--- config.mk ---
export PLATFORM = sky130hd
export DESIGN_NAME = wdog_pwr_supervisor
export DESIGN_NICKNAME = d
export VERILOG_FILES = /design/src/rtl/wdsup_pkg.sv /design/src/rtl/sel_kick_det.sv /design/src/rtl/wd_timer.sv /design/src/rtl/pd_ctrl.sv /design/src/rtl/wdog_pwr_supervisor.sv
export SDC_FILE = /design/constraint.sdc
export NUM_CORES = 1
export LEC_CHECK = 0
export ABC_AREA = 1
export BUFFER_PORTS_ARGS = -buffer_cell sky130_fd_sc_hd__buf_2
export CAP_MARGIN = 20
export CORE_MARGIN = 2
export CORE_UTILIZATION = 50
export CTS_CLUSTER_SIZE = 30
export DETAILED_ROUTE_END_ITERATION = 6
export PLACE_DENSITY = 0.72
export RECOVER_POWER = 50
export REMOVE_ABC_BUFFERS = 1
export SYNTH_ARGS = -nofsm -noshare
export SYNTH_HDL_FRONTEND = slang
export SYNTH_SLANG_ARGS = --single-unit
--- constraint.sdc ---
create_clock -name clk -period 5.1 [get_ports clk]
set_input_delay 1.02 -clock clk [delete_from_list [all_inputs] [get_ports clk]]
set_output_delay 1.02 -clock clk [all_outputs]
set_load 0.005 [all_outputs]
--- src/rtl/wdsup_pkg.sv ---
package wdsup_pkg;

  typedef enum logic [1:0] {
    PH_WATCH = 2'd0,
    PH_DELAY = 2'd1,
    PH_PULSE = 2'd2
  } wd_phase_t;

  // window length in ticks for a given select code
  function automatic int unsigned window_ticks(int unsigned base, logic [1:0] sel);
    return base << sel;
  endfunction

endpackage

--- src/rtl/sel_kick_det.sv ---
module sel_kick_det (
  input  logic clk,
  input  logic rst_n,
  input  logic sel_n,
  input  logic xfer_active,
  input  logic gate_off,
  output logic kick
);
  logic sel_q;
  logic xfer_seen;

  always_ff @(posedge clk or negedge rst_n) begin
    if (!rst_n) begin
      sel_q     <= 1'b1;
      xfer_seen <= 1'b0;
    end else begin
      sel_q <= sel_n;
      if (!sel_n && xfer_active) xfer_seen <= 1'b1;
      else if (sel_n)            xfer_seen <= 1'b0;
    end
  end

  assign kick = sel_n && !sel_q && !xfer_seen && !gate_off;

  // a kick is always the closing edge of a select cycle
  a_r2_kick_after_select: assert property (@(posedge clk) disable iff (!rst_n)
    kick |-> !$past(sel_n));
  // data moved under select forbids a kick on the following cycle
  a_r3_xfer_blocks_kick: assert property (@(posedge clk) disable iff (!rst_n)
    (!sel_n && xfer_active) |=> !kick);
endmodule

--- src/rtl/wd_timer.sv ---
module wd_timer
  import wdsup_pkg::*;
#(
  parameter int unsigned BASE_TICKS  = 4,
  parameter int unsigned DELAY_TICKS = 2,
  parameter int unsigned PULSE_TICKS = 3
) (
  input  logic       clk,
  input  logic       rst_n,
  input  logic       enable,
  input  logic       tick,
  input  logic       kick,
  input  logic [1:0] win_sel,
  input  logic       stat_rd,
  output logic       wd_pulse,
  output logic       wd_flag
);
  localparam int unsigned MAX_WIN = BASE_TICKS << 3;
  localparam int unsigned MAX_A   = (MAX_WIN > DELAY_TICKS) ? MAX_WIN : DELAY_TICKS;
  localparam int unsigned MAX_CNT = (MAX_A > PULSE_TICKS) ? MAX_A : PULSE_TICKS;
  localparam int unsigned CW      = $clog2(MAX_CNT + 1);

  wd_phase_t     phase;
  logic [CW-1:0] cnt;
  logic [CW-1:0] cnt_nx;
  logic [CW-1:0] limit;
  logic          timeout_evt;

  assign cnt_nx      = cnt + CW'(1);
  assign limit       = CW'(window_ticks(BASE_TICKS, win_sel));
  assign timeout_evt = enable && (phase == PH_DELAY) && tick && (cnt_nx >= CW'(DELAY_TICKS));
  assign wd_pulse    = (phase == PH_PULSE);

  always_ff @(posedge clk or negedge rst_n) begin
    if (!rst_n) begin
      phase <= PH_WATCH;
      cnt   <= '0;
    end else if (!enable) begin
      phase <= PH_WATCH;
      cnt   <= '0;
    end else begin
      case (phase)
        PH_WATCH: begin
          if (kick) cnt <= '0;
          else if (tick) begin
            if (cnt_nx >= limit) begin
              phase <= PH_DELAY;
              cnt   <= '0;
            end else cnt <= cnt_nx;
          end
        end
        PH_DELAY: begin
          if (timeout_evt) begin
            phase <= PH_PULSE;
            cnt   <= '0;
          end else if (tick) cnt <= cnt_nx;
        end
        default: begin
          if (tick) begin
            if (cnt_nx >= CW'(PULSE_TICKS)) begin
              phase <= PH_WATCH;
              cnt   <= '0;
            end else cnt <= cnt_nx;
          end
        end
      endcase
    end
  end

  always_ff @(posedge clk or negedge rst_n) begin
    if (!rst_n)           wd_flag <= 1'b0;
    else if (timeout_evt) wd_flag <= 1'b1;
    else if (stat_rd)     wd_flag <= 1'b0;
  end

  // the reset pulse only begins out of the grace period
  a_r5_pulse_from_delay: assert property (@(posedge clk) disable iff (!rst_n)
    $rose(wd_pulse) |-> $past(phase) == PH_DELAY);
  // the flag is raised as the pulse starts
  a_r6_flag_on_timeout: assert property (@(posedge clk) disable iff (!rst_n)
    timeout_evt |=> (wd_flag && wd_pulse));
  // the flag stays set until a status read
  a_r6_flag_sticky: assert property (@(posedge clk) disable iff (!rst_n)
    (wd_flag && !stat_rd) |=> wd_flag);
  // a disabled watchdog issues no reset
  a_r7_disabled_quiet: assert property (@(posedge clk) disable iff (!rst_n)
    !enable |=> !wd_pulse);
endmodule

--- src/rtl/pd_ctrl.sv ---
module pd_ctrl (
  input  logic clk,
  input  logic rst_n,
  input  logic pd_set,
  input  logic sys_pwr,
  input  logic irq_event,
  output logic pd_active
);
  logic sys_q;
  logic wake_evt;

  assign wake_evt = pd_active && sys_pwr && (!sys_q || irq_event);

  always_ff @(posedge clk or negedge rst_n) begin
    if (!rst_n) begin
      sys_q     <= 1'b0;
      pd_active <= 1'b0;
    end else begin
      sys_q <= sys_pwr;
      if (pd_active) begin
        if (wake_evt) pd_active <= 1'b0;
      end else if (pd_set) pd_active <= 1'b1;
    end
  end

  // a request while running always enters power-down
  a_r8_enter_pd: assert property (@(posedge clk) disable iff (!rst_n)
    (pd_set && !pd_active) |=> pd_active);
  // no wake-up without system power
  a_r10_needs_power: assert property (@(posedge clk) disable iff (!rst_n)
    (pd_active && !sys_pwr) |=> pd_active);
  // a wake event leaves power-down
  a_r9_wake_leaves: assert property (@(posedge clk) disable iff (!rst_n)
    wake_evt |=> !pd_active);
endmodule

--- src/rtl/wdog_pwr_supervisor.sv ---
module wdog_pwr_supervisor #(
  parameter int unsigned BASE_TICKS  = 4,
  parameter int unsigned DELAY_TICKS = 2,
  parameter int unsigned PULSE_TICKS = 3
) (
  input  logic       clk,
  input  logic       rst_n,
  input  logic       ref_tick,
  input  logic       sel_n,
  input  logic       xfer_active,
  input  logic       wd_en,
  input  logic [1:0] win_sel,
  input  logic       stat_rd,
  input  logic       pd_set,
  input  logic       irq_event,
  input  logic       sys_pwr,
  output logic       cpu_rst_n,
  output logic       pse,
  output logic       clk_en,
  output logic       spi_en,
  output logic       wd_flag
);
  logic pd_active;
  logic kick;
  logic wd_pulse;
  logic wd_run;

  assign wd_run = wd_en && !pd_active;

  sel_kick_det u_kick (
    .clk(clk), .rst_n(rst_n), .sel_n(sel_n), .xfer_active(xfer_active),
    .gate_off(pd_active), .kick(kick)
  );

  wd_timer #(
    .BASE_TICKS(BASE_TICKS), .DELAY_TICKS(DELAY_TICKS), .PULSE_TICKS(PULSE_TICKS)
  ) u_wd (
    .clk(clk), .rst_n(rst_n), .enable(wd_run), .tick(ref_tick), .kick(kick),
    .win_sel(win_sel), .stat_rd(stat_rd), .wd_pulse(wd_pulse), .wd_flag(wd_flag)
  );

  pd_ctrl u_pd (
    .clk(clk), .rst_n(rst_n), .pd_set(pd_set), .sys_pwr(sys_pwr),
    .irq_event(irq_event), .pd_active(pd_active)
  );

  assign cpu_rst_n = !(pd_active || wd_pulse);
  assign pse       = !pd_active;
  assign clk_en    = !pd_active;
  assign spi_en    = !pd_active;

  // power-down stops the watchdog pulse
  a_r11_wd_held_in_pd: assert property (@(posedge clk) disable iff (!rst_n)
    pd_active |=> !wd_pulse);
  // supply, clock and port enables move together
  a_r8_outputs_together: assert property (@(posedge clk) disable iff (!rst_n)
    (pse == clk_en) && (pse == spi_en) && (!pse -> !cpu_rst_n));
endmodule

==> metrics, run 1 <==
status finished, final reports clean; yosys warns 0; RSZ-0062 raised after global routing false; number of synthesized flops with an enable pin 0; gr usage total 20.7%; crit start category flip-flop; number of vias in the routed layout 835; Final Hold Viols 0; met3 Use GR 2.31%; max cap viols 0; layout cells sized above 1 18.8%; Primary FF master, synth dfrtp_1; Top-Level Pins 17; Setup CP Type flip-flop to flip-flop; Max VDD drop 0.187 mV; Die ar. 2240 µm²; ant diodes 0; Yosys reg bits 13; vias in the first global route 796; Global Route met1 Usage 25.1%; worst min path class flip-flop to flip-flop; first-pass GRT wire length 3.22 mm; clk_skew 0.000458 ns; sequential-to-total area share from yosys stat 34.8%; largest fanout on the critical path 6; GRT overflow 0; Iter 0 DRT Violations 12; syn avg cell area 7.10 µm²; Max-Slew Margin vs Limit 55.5%; Post-synth ARST share 100%; Die Span Y 47.3 µm; dpl hpwl 1.54 mm; Area contributors post-synth dfrtp_1, nand2_1, inv_1; Post-Route Setup TNS 0 ns; Worst-Skew Late Latency 0.27 ns; met2 global-route usage 36.2%; Worst EP required 5.30 ns; Slowest Stage Delay on Critical Path 0.45 ns; initial core utilization 53.7%; Layout area overhead 12.3%; total power 0.271 mW; Yosys cell types 26; vias per cell 4.80; share of the synthesized area in the top cell type 32.0%; mapped cell area 937 µm²; crit end category flip-flop; synth cell count leaders nand2_1, inv_1, nor2_1; Post-CTS Resized 0; clock-pin slew on the worst setup and hold paths 0.07 ns; critical-path cell list ha_1, xor2_1, ha_1, o21ai_0, nand2_1, nand2_1, nand3_1, nand3_2, nand3_4, o21ai_1; Critical Path AT 2.34 ns; Power Density 257 nW/µm²; final slew viol count 0; cells after synthesis 132; Die W 47.3 µm; number of buffers created by CTS 3; Post-Place Cells 170; GR peak layer met2; final worst path period need 2.14 ns; CTS tree yes; Final ANT Viol Nets 0; maximum clock path buffer count 2; Cell Rows 15; WL per Instance 10.6 µm; Clock Sinks 13; Core ar. 1750 µm²; First-pass DRT Iterations 4; WL final 1.85 mm; most common cell in the synthesized netlist nand2_1; Tightest Pin Transition 0.667 ns; Max Fclk 0.467 GHz; Yosys top cell by area dfrtp_1; fin util 60.3%; Fillers 171; Hold WS 0.494 ns; CTS hold repair buffers 0; fin crit share 42.0%; Post-Layout Cell Count 174; port bufs 16; post-CTS setup buffers 0; slowest stage cell, crit path dfrtp_1; Leakage 0.591 nW; root buffer selected by CTS clkbuf_4; DRC viols 0; Nets 167; Final setup viols 0; antenna violations before repair 0; GP Congestion 0.852; H-tree depth 1; pin count of the biggest net entering global routing 14
-- per-layer routing --
layer | up-vias | share of wire, %
met5 | - | 0
met4 | 0 | 0.65
met1 | 378 | 46
met3 | 2 | 2.5
met2 | 10 | 51
li1 | 445 | -
-- logic make-up after synthesis --
group                      count (synthesis)  synth area share (%)
and+or+nand+nor                           68                  34.0
adders and majority gates                  5                  6.68
DFF                                       13                  34.8
xor gates and xnor gates                   3                  2.80
buffers and inverters                     31                  13.4
AOI/OAI and AO/OA                         12                  8.28
-- critical path: cells and delay by family, from the launching register on --
| family | cells | cell delay (ns) |
|---|---|---|
| compound gates | 2 | 0.31 |
| simple gates | 5 | 0.43 |
| flops | 1 | 0.45 |
| xor+xnor | 1 | 0.34 |
| fa+ha+maj | 2 | 0.54 |
-- path summary, 6_finish.rpt --
path | startpoint | depth (start not counted) | end | slack (ns)
max in group asynchronous | rst_n | 1 | u_wd.phase[0] | 3.93
min | u_wd.cnt[5] | 2 | u_wd.cnt[5] | 0.49
min reg2reg | u_wd.cnt[5] | 2 | u_wd.cnt[5] | 0.49
max | u_wd.cnt[1] | 10 | u_wd.cnt[4] | 2.96
min in group asynchronous | rst_n | 1 | u_wd.cnt[5] | 0.75
max reg2reg | u_wd.cnt[1] | 10 | u_wd.cnt[4] | 2.96
-- sequential cells by signal, indices dropped and copies added, names as in the netlist --
| signal | flops |
|---|---|
| u_wd.phase | 2 |
| u_pd.pd_active | 1 |
| u_wd.wd_flag | 1 |
| u_kick.xfer_seen | 1 |
| u_kick.sel_q | 1 |
| u_wd.cnt | 6 |
| u_pd.sys_q | 1 |
-- per-stage QoR --
step | setup WS [ns] | instance area, µm²
floorplan | 2.99 | 917
global placement | 2.79 | 1030
detailed placement | 2.74 | 1030
CTS | 2.93 | 1050
global route | 2.64 | 1050
finish | 2.96 | 1050
-- placed cells by master, fill, tap and decap left out --
| cell type | instances |
|---|---|
| a21oi_1 | 1 |
| a21oi_2 | 1 |
| a31oi_1 | 1 |
| and3_1 | 1 |
| buf_2 | 14 |
| clkbuf_1 | 3 |
| clkbuf_4 | 3 |
| dfrtp_1 | 12 |
| dfstp_2 | 1 |
| ha_1 | 5 |
| inv_1 | 28 |
| nand2_1 | 29 |
| nand2_2 | 3 |
| nand3_1 | 13 |
| nand3_2 | 2 |
| nand3_4 | 1 |
| nand4_1 | 3 |
| nor2_1 | 14 |
| nor2_2 | 1 |
| nor3_1 | 1 |
| o211ai_1 | 1 |
| o21ai_0 | 3 |
| o21ai_1 | 3 |
| o21ai_2 | 1 |
| o21bai_2 | 1 |
| xnor2_1 | 1 |
| xor2_1 | 2 |
-- where the power goes --
group	switching, mW	total [mW]	internal, mW
combinational	0.0543	0.0874	0.0331
sequential	0.00951	0.122	0.112
clock	0.0311	0.0613	0.0303
total	0.0948	0.271	0.176
-- cell type report --
class | instances | area, µm² | share of cell area [%]
tap | 25 | 31.3 | 2.97
inverter | 28 | 105 | 9.99
sequential | 13 | 327 | 31.0
multi-input combinational | 88 | 485 | 46.1
timing repair buffer | 16 | 77.6 | 7.37
clock buffer | 4 | 26.3 | 2.50
(Power assumes the default switching activity.)
==> run 2, diff against run 1 <==
Settings changed: CORE_UTILIZATION 50 to 48.
Clock period 5.1 ns to 1.7 ns, I/O delays scaled along.
==> metrics, run 2 (synthesized netlist as in run 1, its figures left out) <==
commonest cells after routing, fill and taps aside inv_1, nand2_1, buf_2, buf_4, nor2_1; Die ar. 2320 µm²; layout cells sized above 1 36.4%; number of buffers created by CTS 3; WL per Instance 11.8 µm; Setup CP Type flip-flop to flip-flop; number of vias in the routed layout 907; DRC viols 0; gr usage total 19.6%; Nets 183; root buffer selected by CTS clkbuf_4; first-pass GRT wire length 3.11 mm; status finished with violations; ant diodes 0; max cap viols 0; final worst path period need 1.81 ns; Final ANT Viol Nets 0; largest fanout on the critical path 5; Core ar. 1780 µm²; slowest stage cell, crit path dfrtp_1; Tightest Pin Transition 0.664 ns; final slew viol count 0; Iter 0 DRT Violations 19; port bufs 16; Sw Pwr 0.334 mW; clk_skew 0.00276 ns; Max Fclk 0.554 GHz; antenna violations before repair 0; crit start category flip-flop; Power Density 726 nW/µm²; Die Span Y 48.2 µm; worst min path class input pin to flip-flop; Worst EP required 1.90 ns; Worst-Skew Late Latency 0.27 ns; fin crit share 106%; largest reg by FF count u_wd.cnt; WL final 2.24 mm; M1 wire length 978 µm; dpl hpwl 1.63 mm; Slowest Stage Delay on Critical Path 0.41 ns; Final Hold Viols 0; cell internal pwr 0.601 mW; clock-pin slew on the worst setup and hold paths 0.07 ns; crit end category flip-flop; Post-DP Area 1130 µm²; fin util 72.2%; critical-path cell list buf_6, nand3_4, xnor2_2, ha_1, o21ai_1, nand2_1, nand2_2, nand3_2, nand3_2, nand3_4, o21ai_2; metal2 WL 1.17 mm; initial core utilization 52.6%; First-pass DRT Iterations 4; Final setup viols 8; WL met3 83 µm; Max VDD drop 0.710 mV; Post-Route Setup TNS -0.661 ns; Critical Path AT 2.00 ns; maximum clock path buffer count 2; vias in the first global route 771; sequential power share 38.9%; Fillers 152; Largest register FFs 6; Leakage 0.697 nW; H-tree depth 1; clock power share 19.5%; Worst Slack Setup Final -0.105 ns; Clock Sinks 13; violated checks setup timing; Hold WS 0.178 ns; switching power share of the total 35.7%; Top-Level Pins 17; largest registers u_wd.cnt: 6 flops, u_wd.phase: 2 flops; pre-CTS setup slack -0.243 ns; Highest Signal Layer met4; GRT overflow 0; CTS tree yes; Cell Rows 15; Layout area overhead 37.4%; Die W 48.2 µm; GP Congestion 0.867; design area 1290 µm²; combinational group share of total power 41.6%; RSZ-0062 raised after global routing true; vias per cell 4.77; pin count of the biggest net entering global routing 14; Max-Slew Margin vs Limit 55.8%
[run 2: cell count changes in the layout (fill, tap and decap cells not counted), sizes merged]
| cell | previous run | this run |
|---|---|---|
| dlygate4sd3 | 0 | 1 |
| buf | 14 | 29 |
[run 2: worst paths after layout]
check	from	end	slack, ns	cells after the start
setup / recovery	u_wd.cnt[1]	u_wd.cnt[4]	-0.11	11
hold / removal	sel_n	u_kick.sel_q	0.18	1
setup reg to reg	u_wd.cnt[1]	u_wd.cnt[4]	-0.11	11
hold reg to reg	u_kick.xfer_seen	u_kick.xfer_seen	0.49	2
max in group asynchronous	rst_n	u_wd.cnt[2]	0.63	2
min in group asynchronous	rst_n	u_pd.pd_active	0.61	2
[run 2: layer usage]
metal / GRT usage, % / up-vias
li1: - / 475
met1: 26.4 / 409
met2: 31.1 / 21
met3: 1.48 / 2
met4: 10.8 / 0
met5: 0 / -
[run 2: power by group through the flow]
stage | Sequential [mW] | Clock [mW] | Combinational [mW]
4_1_cts | 0.357 | 0.193 | 0.333
6_report | 0.364 | 0.182 | 0.389
3_5_place_dp | 0.363 | 0 | 0.317
3_3_place_gp | 0.361 | 0 | 0.312
5_1_grt | 0.368 | 0.195 | 0.430
2_1_floorplan | 0.367 | 0 | 0.186
[run 2: repair_timing]
| action | CTS | global route |
|---|---|---|
| hold endpoints to repair | 12 | 0 |
| resized for setup | 8 | 14 |
| pin swaps | 8 | 5 |
| setup buffers | 0 | 2 |
| setup endpoints to repair | 8 | 9 |
| hold buffers | 1 | 0 |
[run 2: final cells by class]
class	count	area [µm²]	share of cell area, %
clock buffers	4	26.3	2.04
inverters	28	105	8.16
multi-input cells	88	593	46.1
flip-flops and latches	13	328	25.5
well taps	25	31.3	2.43
repair buffers	32	204	15.8
[run 2: critical path: cells and delay by family (launching register included)]
kind	cells	cell delay (ns)
and+or+nand+nor	6	0.55
adders and majority gates	1	0.24
buffers and inverters	1	0.14
xor gates and xnor gates	1	0.18
AOI/OAI and AO/OA	2	0.22
DFF	1	0.41
[run 2: metrics by stage]
stage	instances	power (mW)
final	190	0.934
after global routing	190	0.993
after CTS	188	0.883
after detailed placement	183	0.680
after global placement	183	0.672
after floorplan	129	0.553
